`src/rtl/fade_pkg.sv`:
```
package fade_pkg;

    // Default datapath and divider geometry.
    localparam int DUTY_W   = 18;
    localparam int RATE_W   = 3;
    localparam int MAX_RATE = 5;

    // Shift amounts for the two step fractions.
    localparam int SH_FINE   = 4;   // 1/16
    localparam int SH_COARSE = 3;   // 1/8

    typedef enum logic {
        GAIN_FINE   = 1'b0,
        GAIN_COARSE = 1'b1
    } gain_e;

    typedef enum logic [1:0] {
        DIR_HOLD = 2'd0,
        DIR_UP   = 2'd1,
        DIR_DOWN = 2'd2
    } dir_e;

    typedef struct packed {
        logic  en;
        gain_e gain;
        logic [RATE_W-1:0] rate;
    } fade_cfg_t;

    // Limit a rate code to the largest supported exponent.
    function automatic logic [RATE_W-1:0] clamp_rate(input logic [RATE_W-1:0] code);
        if (int'(code) > MAX_RATE)
            return RATE_W'(MAX_RATE);
        return code;
    endfunction

endpackage

```
`src/rtl/fade_rate_div.sv`:
```
module fade_rate_div
    import fade_pkg::*;
#(
    parameter int RATE_BITS = RATE_W,
    parameter int RATE_MAX  = MAX_RATE
) (
    input  logic                 clk,
    input  logic                 rst,
    input  logic                 en,
    input  logic                 tick,
    input  logic [RATE_BITS-1:0] rate,
    output logic                 fire
);

    localparam int CNT_W = (RATE_MAX > 0) ? RATE_MAX : 1;

    generate
        if (RATE_MAX == 0) begin : g_every_tick
            assign fire = en & tick;
        end else begin : g_counted
            logic [CNT_W-1:0]   cnt_q;
            logic [RATE_BITS-1:0] eff_rate;
            logic [CNT_W:0]     period_len;
            logic [CNT_W:0]     cnt_next;

            always_comb begin
                if (int'(rate) > RATE_MAX)
                    eff_rate = RATE_BITS'(RATE_MAX);
                else
                    eff_rate = rate;
                period_len = (CNT_W+1)'(1) << eff_rate;
                cnt_next   = {1'b0, cnt_q} + (CNT_W+1)'(1);
            end

            assign fire = en & tick & (cnt_next >= period_len);

            always_ff @(posedge clk) begin
                if (rst || !en) begin
                    cnt_q <= '0;
                end else if (tick) begin
                    if (fire)
                        cnt_q <= '0;
                    else
                        cnt_q <= cnt_next[CNT_W-1:0];
                end
            end
        end
    endgenerate

endmodule

```
`src/rtl/fade_stepper.sv`:
```
module fade_stepper
    import fade_pkg::*;
#(
    parameter int W         = DUTY_W,
    parameter int SHIFT_LO  = SH_FINE,
    parameter int SHIFT_HI  = SH_COARSE
) (
    input  logic [W-1:0] cur,
    input  logic [W-1:0] tgt,
    input  gain_e        gain,
    output logic [W-1:0] nxt
);

    logic [W-1:0] delta;
    logic [W:0]   up_sum;
    logic [W-1:0] dn_diff;
    dir_e         dir;

    always_comb begin
        if (cur < tgt)
            dir = DIR_UP;
        else if (cur > tgt)
            dir = DIR_DOWN;
        else
            dir = DIR_HOLD;

        delta = (gain == GAIN_COARSE) ? (cur >> SHIFT_HI) : (cur >> SHIFT_LO);
        if (delta == '0)
            delta = W'(1);

        up_sum  = {1'b0, cur} + {1'b0, delta};
        // Downward moves only happen with cur > tgt >= 0, so delta <= cur.
        dn_diff = cur - delta;

        unique case (dir)
            DIR_UP:   nxt = (up_sum > {1'b0, tgt}) ? tgt : up_sum[W-1:0];
            DIR_DOWN: nxt = (dn_diff < tgt) ? tgt : dn_diff;
            default:  nxt = cur;
        endcase
    end

endmodule

```
`src/rtl/fade_engine.sv`:
```
module fade_engine
    import fade_pkg::*;
#(
    parameter int DUTY_BITS = DUTY_W,
    parameter int RATE_BITS = RATE_W,
    parameter int RATE_MAX  = MAX_RATE
) (
    input  logic                 clk,
    input  logic                 rst,
    input  logic                 fade_en,
    input  logic                 gain_sel,
    input  logic [RATE_BITS-1:0] rate_sel,
    input  logic                 period_tick,
    input  logic [DUTY_BITS-1:0] target_duty,
    output logic [DUTY_BITS-1:0] duty_out
);

    logic                 upd;
    logic [DUTY_BITS-1:0] duty_q;
    logic [DUTY_BITS-1:0] duty_nxt;
    gain_e                gain;

    assign gain = gain_e'(gain_sel);

    fade_rate_div #(
        .RATE_BITS (RATE_BITS),
        .RATE_MAX  (RATE_MAX)
    ) rate_i (
        .clk  (clk),
        .rst  (rst),
        .en   (fade_en),
        .tick (period_tick),
        .rate (rate_sel),
        .fire (upd)
    );

    fade_stepper #(
        .W        (DUTY_BITS),
        .SHIFT_LO (SH_FINE),
        .SHIFT_HI (SH_COARSE)
    ) step_i (
        .cur  (duty_q),
        .tgt  (target_duty),
        .gain (gain),
        .nxt  (duty_nxt)
    );

    always_ff @(posedge clk) begin
        if (rst)
            duty_q <= '0;
        else if (!fade_en)
            duty_q <= target_duty;
        else if (upd)
            duty_q <= duty_nxt;
    end

    assign duty_out = duty_q;

endmodule

```
`config.mk`:
```
export PLATFORM = sky130hd
export DESIGN_NAME = fade_engine
export DESIGN_NICKNAME = d
export VERILOG_FILES = /design/src/rtl/fade_pkg.sv /design/src/rtl/fade_rate_div.sv /design/src/rtl/fade_stepper.sv /design/src/rtl/fade_engine.sv
export SDC_FILE = /design/constraint.sdc
export NUM_CORES = 1
export LEC_CHECK = 0
export ABC_AREA = 1
export BUFFER_PORTS_ARGS = -buffer_cell sky130_fd_sc_hd__buf_2
export CORE_MARGIN = 3
export CORE_UTILIZATION = 43
export DETAILED_ROUTE_END_ITERATION = 10
export PLACE_DENSITY_LB_ADDON = 0.12
export SLEW_MARGIN = 15
export SYNTH_ARGS = -nofsm -noshare
export SYNTH_HDL_FRONTEND = slang
export SYNTH_SLANG_ARGS = --single-unit
```
`constraint.sdc`:
```
create_clock -name clk -period 15.6 [get_ports clk]
set_clock_uncertainty 0.1 [all_clocks]
set_input_delay 2.34 -clock clk [delete_from_list [all_inputs] [get_ports clk]]
set_output_delay 2.34 -clock clk [all_outputs]
set_load 0.005 [all_outputs]
```
=== After elaboration in Yosys (flattened, before gate mapping) ===
Cells that the tools add are included.

* $add $sub $neg: 3
* Multiply operators: 0
* Div/mod/pow operators: 0
* Order comparisons: 6
* Eq/ne operators: 4
* Shift operators: 1
* Multiplexer cells: 11
* Bitwise operators: 2
* Reduce and logical (&&, ||, !) cells: 4

{| class="wikitable"
|+ Operators by type and width
! cell !! number
|-
| two-way mux 18 bit || 5
|-
| less-than comparator 18 bit || 2
|-
| one-hot mux 18 bit (2 select lines) || 1
|-
| adder 18 x 18 -> 19 bit || 1
|-
| greater-than comparator 19 x 18 -> 1 bit || 1
|-
| greater-than comparator 18 bit || 1
|-
| zero test 18 bit || 1
|-
| subtractor 18 bit || 1
|-
| two-way mux 15 bit || 1
|-
| adder 5 x 1 -> 6 bit (second input constant) || 1
|-
| greater-or-equal comparator 6 bit || 1
|-
| left shift 1 x 3 -> 6 bit (first input constant) || 1
|-
| two-way mux 5 bit || 1
|-
| two-way mux 2 bit || 2
|-
| greater-than comparator 3 bit (second input constant) || 1
|-
| two-way mux 3 bit || 1
|-
| inequality test 3 x 1 -> 1 bit (second input constant) || 1
|-
| AND 1 bit || 2
|-
| equality test 2 x 1 -> 1 bit (second input constant) || 1
|-
| equality test 2 bit (second input constant) || 1
|-
| inequality test 2 x 1 -> 1 bit (second input constant) || 1
|-
| AND reduction 2 bit || 1
|-
| zero test 1 bit || 1
|-
| logical OR 1 bit || 1
|}

* Flip-flop bits (word level): 23
* Latch bits: 0
* RAM bits: 0
* Memory bits (read-only): 0
* Input port bits: 26
* Memories: 0

=== Depth between registers and ports, before layout ===
Gate-level depths: netlist (run 1).

* Depth after elaboration: 9
* Mapped depth: 38
* Gate-level depth less buffers: 35

=== By module ===
A second synthesis (run 1) with hierarchy kept.

* Cell total of the unflattened synthesis: 1041
* Area total of the unflattened synthesis: 6070.8 sq um

{| class="wikitable"
|+ By module, submodules not included
! module !! instances !! cells each !! area an instance (sq um) !! seq. area each (sq um)
|-
| fade_stepper || 1 || 819 || 4650.7 || 0.0
|-
| fade_engine || 1 || 138 || 928.4 || 360.3
|-
| fade_rate_div || 1 || 84 || 491.7 || 100.1
|}

=== Worst setup path before layout (run 1) ===
OpenSTA, ideal clock, no wires.

* Path type: input -> register
* Start: input port gain_sel
* End: register duty_q[10] (netlist: duty_out[10])
* Setup time: 0.140 ns
* Data arrival time: 6.662 ns
* Required time: 15.360 ns
* Setup slack: 8.697 ns
* Stages: 36
* Cells stage by stage: clkbuf_1 -> clkbuf_1 -> inv_1 -> a21oi_1 -> nand4_1 -> o41ai_1 -> ha_1 -> inv_1 -> fa_1 -> nand3b_1 -> nand2_2 -> a21oi_4 -> inv_2 -> nand2_2 -> nand2_4 -> nand2_1 -> nand2_1 -> nand2_1 -> nand2_1 -> inv_1 -> ha_1 -> a21oi_1 -> o21ai_0 -> nand2_1 -> nand3_1 -> nand2_1 -> nand2_1 -> nand2_1 -> nand2_1 -> nand2_2 -> clkbuf_1 -> nand3_1 -> nand3_1 -> nand2_1 -> nand2_1 -> a21oi_2

* Longest elaborated chain between the ends: 9
* Elaborated cells between the ends (all ways): 12
* Those cells by class: 2 x add/sub; 2 x order compare; 7 x mux; 1 x reduce/logical

{| class="wikitable"
|+ Ends and longest elaborated chain
! element !! RTL line !! RTL
|-
| start: declaration || fade_engine.sv:11 || <nowiki>input logic gain_sel,</nowiki>
|-
| two-way mux 15 bit (*) || fade_stepper.sv:27 || <nowiki>delta = (gain == GAIN_COARSE) ? (cur >> SHIFT_HI) : (cur >> SHIFT_LO);</nowiki>
|-
| zero test 18 bit || fade_stepper.sv:28 || <nowiki>if (delta == '0)</nowiki>
|-
| two-way mux 18 bit (*) || fade_stepper.sv:28 ||
|-
| adder 18 x 18 -> 19 bit / subtractor 18 bit (equally long branches) || fade_stepper.sv:31, fade_stepper.sv:33 ||
|-
| greater-than comparator 19 x 18 -> 1 bit / less-than comparator 18 bit (equally long branches) || fade_stepper.sv:36, fade_stepper.sv:37 ||
|-
| two-way mux 18 bit (on tied branches) || fade_stepper.sv:36, fade_stepper.sv:37 ||
|-
| one-hot mux 18 bit (2 select lines) (*) || fade_stepper.sv:35 || <nowiki>unique case (dir)</nowiki>
|-
| two-way mux 18 bit (*) || fade_engine.sv:53 || <nowiki>else if (upd)</nowiki>
|-
| two-way mux 18 bit (*) || fade_engine.sv:51 || <nowiki>else if (!fade_en)</nowiki>
|-
| end signal: assignment || fade_engine.sv:52 || <nowiki>duty_q <= target_duty;</nowiki>
|-
| end signal: assignment || fade_engine.sv:54 || <nowiki>duty_q <= duty_nxt;</nowiki>
|-
| end: declaration || fade_engine.sv:19 || <nowiki>logic [DUTY_BITS-1:0] duty_q;</nowiki>
|}

Every way passes the cells marked *; elsewhere a longest branch is shown, timed or not. The select of a mux whose other input is x is not followed.
A chain may end at the register's enable or synchronous reset.

=== Worst setup path after layout (run 1) ===
* Start: input port gain_sel
* End: register duty_q[6] (netlist: duty_out[6])

The elaborated chain is that of the path after synthesis.

==> results_dict.tcl, run 1 <==
set metrics [dict create \
    status "complete, no violations" \
    num_vias 5604 \
    coreArea_mm2 0.01156 \
    cts_buffers 3 \
    finalSetupViolations 0 \
    fp.dieH_um 115.6 \
    dp_cells 991 \
    synth_top_area_share_pct 21.82 \
    worst_pin_slew_ps 829.5 \
    ys_async_sr_fraction_pct 0 \
    stdcell_area_mm2 0.005470 \
    cts_hold_buf 0 \
    grt_max_degree 37 \
    hold_violations 0 \
    start_util_pct 44.63 \
    r2r_slack_ps 9410 \
    cp-end-kind "flip-flop" \
    power.leakage_nw 3.011 \
    met1_usage_pct 36.73 \
    yosysMostFrequentCell "nand2_1" \
    grt_pass1_vias 5254 \
    post-route-util_pct 47.30 \
    dieArea_mm2 0.01335 \
    synth_warnings 0 \
    irDropWorstVdd_mv 0.05054 \
    synthToLayoutAreaGrowth_pct 5.988 \
    drc 0 \
    max-cap-violations 0 \
    num_rows 39 \
    cp.required_ps 15710 \
    drtIter0Drc 530 \
    grtUsageMet2_pct 42.52 \
    synthCells 833 \
    grt_use_total_pct 26.39 \
    period_minus_slack_ps 7921 \
    globalplace.congestion 0.9879 \
    synth_cell_types 44 \
    worst_ep_arrival_time_ps 8030 \
    diodes 0 \
    clk_pin_slew_ps 70 \
    antenna_left 0 \
    maxSlewViolCount 0 \
    worst_hold_path_type "reg2reg" \
    clkSinkCount 23 \
    avgSynthCellArea_um2 6.196 \
    grt_use_met3_pct 4.282 \
    grt-ovfl-total 0 \
    dpl_cell_area_mm2 0.005391 \
    syn_nets 951 \
    grt-busiest-layer "met2" \
    start_kind "primary input" \
    fin_cells 995 \
    critical_path_peak_fanout 28 \
    routed_wl_um 17730 \
    synth_area_leader_cell "ha_1" \
    cts_resized 0 \
    ctsRootBufferMaster "clkbuf_16" \
    die_w_um 115.6 \
    relSlewSlack_pct 44.64 \
    rsz0062_at_grt "no" \
    grt_pass1_wl_um 27450 \
    htree_levels 1 \
    antenna_found_initial 0 \
    cts_tree "yes" \
    dp_hpwl_um 14360 \
    ys_seq_area_share_pct 8.921 \
    power_uw 473.5 \
    post-route-period-util_pct 50.78 \
    clock_latency_ps 270 \
    ys_ff_latch 23 \
    power.density_mw_per_mm2 86.57 \
    dr.pass1.iters 5 \
    synthTopCellsByArea "ha_1 22%, nand2_1 14%, a21oi_1 9.2%" \
    fin_tns_setup_ps 0 \
    cts.path.max_buffers 2 \
    routedWlPerCell_um 17.82 \
    drive_gt1_share_pct 10.45 \
    ys.flop_type "dfxtp_1" \
    avgViaCountPerCell 5.632 \
    port_buffers 43 \
    layout.nets 971 \
    ios 44 \
    crit_type "in2reg" \
    cts_setup_buffers 0 \
    mappedNetlistArea_mm2 0.005161 \
    synth_common_cells "191 x nand2_1, 110 x inv_1, 95 x a21oi_1" \
    fmax_mhz 126.2 \
    synth_edf_count 0 \
]
==> cell usage in the layout, fill, tap and decap left out, drive strengths merged, types with 22 or more instances in the layout <==
master	synthesis	final
xor2	22	22
nor2	40	40
a21oi	108	108
dfxtp	23	23
nand3	75	75
o21ai	55	55
ha	90	90
inv	118	118
buf	15	45
nand2	207	207
==> cell type report <==
type / count / area, µm²
flip-flops and latches: 23 / 460.4
multi-input cells: 662 / 4076
repair buffers: 45 / 230.2
inverters: 118 / 445.4
clock buffers: 4 / 78.83
fillers: 1243 / 6095
well taps: 143 / 178.9
==> flip-flops by register name (all words and copies together), names as in the netlist <==
name	flops
duty_out	18
rate_i.g_counted.cnt_q	5
==> final timing paths <==
kind                                   from                   endpoint  cells after the start
setup reg to reg               duty_out[16]               duty_out[14]                     28
hold / removal    rate_i.g_counted.cnt_q[4]  rate_i.g_counted.cnt_q[4]                      2
hold reg to reg   rate_i.g_counted.cnt_q[4]  rate_i.g_counted.cnt_q[4]                      2
setup / recovery                   gain_sel                duty_out[6]                     28
==> critical path, cell delays in order <==
cell	delay [ps]
buf_2	340
o21ai_0	300
inv_1	220
nand4_1	110
o41ai_1	410
ha_1	370
fa_1	240
nand3b_1	110
nand2_1	120
a21oi_1	290
o21ai_1	170
nand3_1	130
nand2_1	50
nand2_1	70
nand2_1	90
ha_1	280
nand2_1	60
inv_1	50
nand3_1	80
nor3_1	290
nand4_1	130
nand3_1	540
inv_1	560
a21oi_1	240
o21ai_0	120
nand2_1	120
nand2_1	70
a21oi_2	130
==> routing by layer <==
metal	up-vias	part of all wire, %
met3	22	6.4
met2	165	44
met5	-	0
met1	2590	48
li1	2827	-
met4	0	2.0
==> metrics by stage <==
step | hold WS, ps | worst slack (ps)
after detailed placement | 363.4 | 7341
final | 368.4 | 7679
after global routing | 396.6 | 6961
after CTS | 373.2 | 7631
after global placement | 352.6 | 7344
after floorplan | 342.6 | 8697
==> where the power goes <==
group / internal [mW] / switching, mW / total (mW)
combinational: 0.111 / 0.225 / 0.337
clock: 0.0351 / 0.0253 / 0.0604
sequential: 0.0630 / 0.0134 / 0.0764
==> cells by family (layout without fill, tap and decap cells) <==
kind of cell | after synthesis | in the layout | share of synthesized area [%]
AO/OA/AOI/OAI | 193 | 193 | 21.58
XOR/XNOR | 24 | 24 | 4.073
adder cells (fa/ha/maj) | 92 | 92 | 22.59
flip-flops | 23 | 23 | 8.921
multiplexers | 1 | 1 | 0.1939
AND/OR/NAND/NOR | 352 | 352 | 30.55
buffers and inverters | 148 | 167 | 12.10
Note: power is estimated with default switching activity, not from simulation.
==> run 2: changes to the inputs <==
Clock period 15.6 ns to 6.7 ns, I/O delays scaled along.
==> results_dict.tcl, run 2 (synthesis results as in run 1) <==
set metrics [dict create \
    status "complete, no violations" \
    worst_ep_arrival_time_ps 6120 \
    coreArea_mm2 0.01156 \
    dr.pass1.iters 5 \
    grt_pass1_vias 5476 \
    start_kind "primary input" \
    dp_slack_ps 170.7 \
    num_vias 5675 \
    layout_common_cells "190 x nand2_1, 110 x inv_1, 95 x a21oi_1" \
    synthToLayoutAreaGrowth_pct 6.618 \
    grt_max_degree 37 \
    finalSetupViolations 0 \
    crit_top_cell "nand2_1" \
    dp_hpwl_um 14200 \
    power.leakage_nw 3.032 \
    ctsRootBufferMaster "clkbuf_16" \
    cts_hold_buf 0 \
    irDropWorstVdd_mv 0.1322 \
    worst_pin_slew_ps 805.2 \
    routedWlPerCell_um 18.01 \
    cts_setup_buffers 0 \
    port_buffers 43 \
    fin_tns_setup_ps 0 \
    largest_register_ffs 18 \
    drtIter0Drc 569 \
    ios 44 \
    drc 0 \
    power.density_mw_per_mm2 204.0 \
    crit_type "in2reg" \
    diodes 0 \
    period_minus_slack_ps 6080 \
    die_w_um 115.6 \
    num_rows 39 \
    routed_wl_um 17970 \
    clock_latency_ps 270 \
    dieArea_mm2 0.01335 \
    path_buf_inv 5 \
    rsz0062_at_grt "no" \
    grt_pass1_wl_um 28300 \
    post-route-util_pct 47.58 \
    max-cap-violations 0 \
    critical_path_peak_fanout 28 \
    cts.path.max_buffers 2 \
    antenna_found_initial 0 \
    cp_slowest_cell "fa_1" \
    cp_top_family "simple AND/OR/NAND/NOR gates" \
    clkSinkCount 23 \
    maxSlewViolCount 0 \
    cp.required_ps 6740 \
    setup_ws_ps 619.5 \
    cts_buffers 3 \
    hold_violations 0 \
    layout.nets 974 \
    post-route-period-util_pct 90.75 \
    cts_tree "yes" \
    clk_pin_slew_ps 70 \
    worst_hold_path_type "reg2reg" \
    final_common_cell "nand2_1" \
    antenna_left 0 \
    avgViaCountPerCell 5.686 \
    htree_levels 1 \
    cpPeakStageDelay_ps 390 \
    start_util_pct 44.63 \
    globalplace.congestion 0.9893 \
    grt_use_total_pct 27.15 \
    fp.dieH_um 115.6 \
    grt-ovfl-total 0 \
    hold_slack_ps 378.8 \
    relSlewSlack_pct 46.26 \
    fmax_mhz 164.5 \
    power_mw 1.123 \
    cp-end-kind "flip-flop" \
    drive_gt1_share_pct 10.99 \
]
-- run 2: what timing repair did --
action,4_1_cts,5_1_grt
endpoints found under the hold margin,0,0
endpoints found under the setup margin,0,18
gates resized for setup,0,1
-- run 2: layout make-up --
type	instances	area, µm²
Clock buffer	4	78.83
Fill cell	1205	6062
Inverter	118	445.4
Multi-Input combinational cell	662	4086
Sequential cell	23	460.4
Tap cell	143	178.9
Timing Repair Buffer	48	252.7
-- run 2: layer usage --
layer	up-vias	wire length [µm]	track usage (%)
met5	-	0	0
li1	2836	-	-
met2	226	7802	43.60
met3	44	1455	4.073
met1	2569	8099	37.08
met4	0	612	9.468
-- run 2: power breakdown --
group	internal (mW)	switching, mW
clock	0.0819	0.0630
combinational	0.269	0.533
sequential	0.147	0.0290
-- run 2: worst reg2reg max path, delay by kind of cell (launching register included) --
| family | cells | cell delay [ps] |
|---|---|---|
| and+or+nand+nor | 23 | 2570 |
| adders and majority gates | 3 | 960 |
| AOI/OAI and AO/OA | 4 | 700 |
| buffers and inverters | 5 | 580 |
| DFF | 1 | 500 |
-- run 2: per-stage QoR --
step / area (µm²) / cells
5_1_grt: 5503 / 998
4_1_cts: 5493 / 998
3_3_place_gp: 5414 / 994
3_5_place_dp: 5414 / 994
2_1_floorplan: 5161 / 833
6_report: 5503 / 998
-- run 2: final timing paths --
check / depth (start not counted) / slack [ps] / from / to
worst max-delay path: 35 / 620 / gain_sel / duty_out[3]
worst min-delay path: 2 / 380 / rate_i.g_counted.cnt_q[4] / rate_i.g_counted.cnt_q[4]
worst max register to register: 35 / 1170 / duty_out[16] / duty_out[3]
worst min register to register: 2 / 380 / rate_i.g_counted.cnt_q[4] / rate_i.g_counted.cnt_q[4]
==> run 3: changes to the inputs <==
Settings changed: SYNTH_HIERARCHICAL set to 1.
==> results_dict.tcl, run 3 <==
set metrics [dict create \
    yosysMostFrequentCell "nand2_1" \
    min_path_cells 4 \
    ys_seq_area_share_pct 7.585 \
    crit_type "in2reg" \
    mappedNetlistArea_mm2 0.006071 \
    hold_slack_ps 502.6 \
    coreArea_mm2 0.01351 \
    cts_setup_buffers 0 \
    clkPwrFrac_pct 14.1 \
    grt_use_total_pct 25.29 \
    finalSetupViolations 0 \
    syn_nets 1159 \
    cp_top_family "simple AND/OR/NAND/NOR gates" \
    synth_edf_count 0 \
    diodes 0 \
    cp-end-kind "flip-flop" \
    fmax_mhz 164.4 \
    dp_hpwl_um 16470 \
    synth_top_area_share_pct 18.55 \
    ctsRootBufferMaster "clkbuf_16" \
    ys.flop_type "dfxtp_1" \
    layout_common_cells "290 x nand2_1, 157 x nand3_1, 155 x inv_1" \
    r2r_slack_ps 1090 \
    worst_pin_slew_ps 720.0 \
    rsz0062_at_grt "no" \
    dieArea_mm2 0.01558 \
    synthCells 1041 \
    clock_latency_ps 270 \
    hp-start "rate_i/g_counted.cnt_q[4]" \
    synth_common_cells "290 x nand2_1, 157 x nand3_1, 155 x inv_1" \
    cts.path.max_buffers 2 \
    hold_violations 0 \
    relSlewSlack_pct 52.00 \
    power_frac_comb_pct 69.1 \
    layout.nets 1180 \
    critical_path_peak_fanout 19 \
    die_w_um 124.8 \
    globalplace.congestion 0.9473 \
    worst_hold_path_type "reg2reg" \
    synth_area_leader_cell "ha_1" \
    final_common_cell "nand2_1" \
    cts_tree "yes" \
    p_sw_uw 547.0 \
    period_minus_slack_ps 6084 \
    fin_tns_setup_ps 0 \
    num_rows 42 \
    power.leakage_nw 3.851 \
    cp.required_ps 6820 \
    grt_pass1_wl_um 32240 \
    synth_cell_types 41 \
    htree_levels 1 \
    antenna_found_initial 0 \
    rr_worst_depth 22 \
    port_buffers 43 \
    p_seq_share_pct 16.8 \
    p_sw_share_pct 54.58 \
    dp_cells 1233 \
    timing.rr.end "duty_out[3]" \
    largest_register_ffs 18 \
    fp.dieH_um 124.8 \
    cts_resized 0 \
    ys_ff_latch 23 \
    power.density_mw_per_mm2 157.0 \
    drive_gt1_share_pct 11.59 \
    avgViaCountPerCell 5.415 \
    cp_slowest_cell "o41ai_1" \
    crit_top_cell "nand3_1" \
    grt_pass1_vias 6050 \
    cell_internal_pwr_uw 455.1 \
    synth_warnings 6 \
    status "complete, no violations" \
    min_to "rate_i/g_counted.cnt_q[4]" \
    drc 0 \
    maxSlewViolCount 0 \
    grt-ovfl-total 0 \
    synthTopCellsByArea "ha_1 19%, nand2_1 18%, nand3_1 13%" \
    cts_hold_buf 0 \
    drtIter0Drc 645 \
    dr.pass1.iters 6 \
    post-route-util_pct 47.26 \
    r2r_start "duty_out[15]" \
    synthToLayoutAreaGrowth_pct 5.132 \
    num_vias 6698 \
    worst_ep_arrival_time_ps 6210 \
    avgSynthCellArea_um2 5.832 \
    post-route-period-util_pct 90.80 \
    path_buf_inv 6 \
    ios 44 \
    grt_max_degree 40 \
    fin_cells 1237 \
    ys_async_sr_fraction_pct 0 \
    cpPeakStageDelay_ps 510 \
    routed_wl_um 20220 \
    routedWlPerCell_um 16.34 \
    start_util_pct 44.95 \
    start_kind "primary input" \
    max-cap-violations 0 \
    antenna_left 0 \
    clkSinkCount 23 \
    clk_pin_slew_ps 70 \
    irDropWorstVdd_mv 0.09801 \
    cts_buffers 3 \
]
==> run 3: cell count changes after synthesis, sizes merged, moves of 13 or more <==
| cell | before | now |
|---|---|---|
| nor2 | 40 | 71 |
| clkbuf | 15 | 1 |
| o21ai | 55 | 31 |
| a22oi | 13 | 0 |
| nand2 | 207 | 306 |
| nand3 | 75 | 178 |
| a21oi | 108 | 58 |
| inv | 118 | 166 |
| buf | 15 | 33 |
==> run 3: cell families after synthesis <==
logic type,synth area share (%)
simple gates,46.19
buf+inv,14.90
compound gates,9.645
fa+ha+maj,19.21
flops,7.584
xor+xnor,2.308
mux,0.1649
==> run 3: metrics by stage <==
stage	total power, mW	setup WS [ps]	area, µm²
after floorplan	0.6729	1305	6071
after global placement	0.8479	492.8	6302
after detailed placement	0.8463	402.8	6302
after CTS	0.9925	672.8	6382
after global routing	1.095	184.9	6382
final	1.002	616.5	6382
==> run 3: cell type report <==
class / instances / area [µm²]
Fill cell: 1491 / 7123
Multi-Input combinational cell: 813 / 4706
Inverter: 171 / 648.1
Sequential cell: 23 / 460.4
Timing Repair Buffer: 50 / 267.8
Tap cell: 176 / 220.2
Clock buffer: 3 / 75.07
Clock inverter: 1 / 5.005
==> run 3: worst max-delay path by stage <==
stage	from	endpoint	slack [ps]	depth (start not counted)
finish	gain_sel	duty_out[3]	620	27
global route	gain_sel	duty_out[13]	180	29
global placement	gain_sel	duty_out[3]	490	29
floorplan	gain_sel	duty_out[14]	1300	30
CTS	gain_sel	duty_out[3]	670	29
detailed placement	gain_sel	duty_out[3]	400	29
==> run 3: worst min-delay path, stage by stage (launching register included) <==
cell	delay (ps)
dfxtp_1	310
nand2_1	80
nand3_1	80
nand2_1	60
a21oi_1	30
==> run 3: power by group through the flow <==
| stage | clock network (mW) | registers, mW | logic, mW |
|---|---|---|---|
| CTS | 0.144 | 0.168 | 0.680 |
| global placement | 0 | 0.171 | 0.676 |
| detailed placement | 0 | 0.171 | 0.675 |
| floorplan | 0 | 0.161 | 0.512 |
| global route | 0.149 | 0.170 | 0.777 |
| finish | 0.141 | 0.169 | 0.692 |
==> run 3: routing by layer <==
metal / GRT usage [%] / wire length, µm / vias up
met4: 8.036 / 588 / 0
met3: 2.401 / 1504 / 35
met1: 38.23 / 9685 / 3023
met5: 0 / 0 / -
li1: - / - / 3399
met2: 37.40 / 8437 / 241
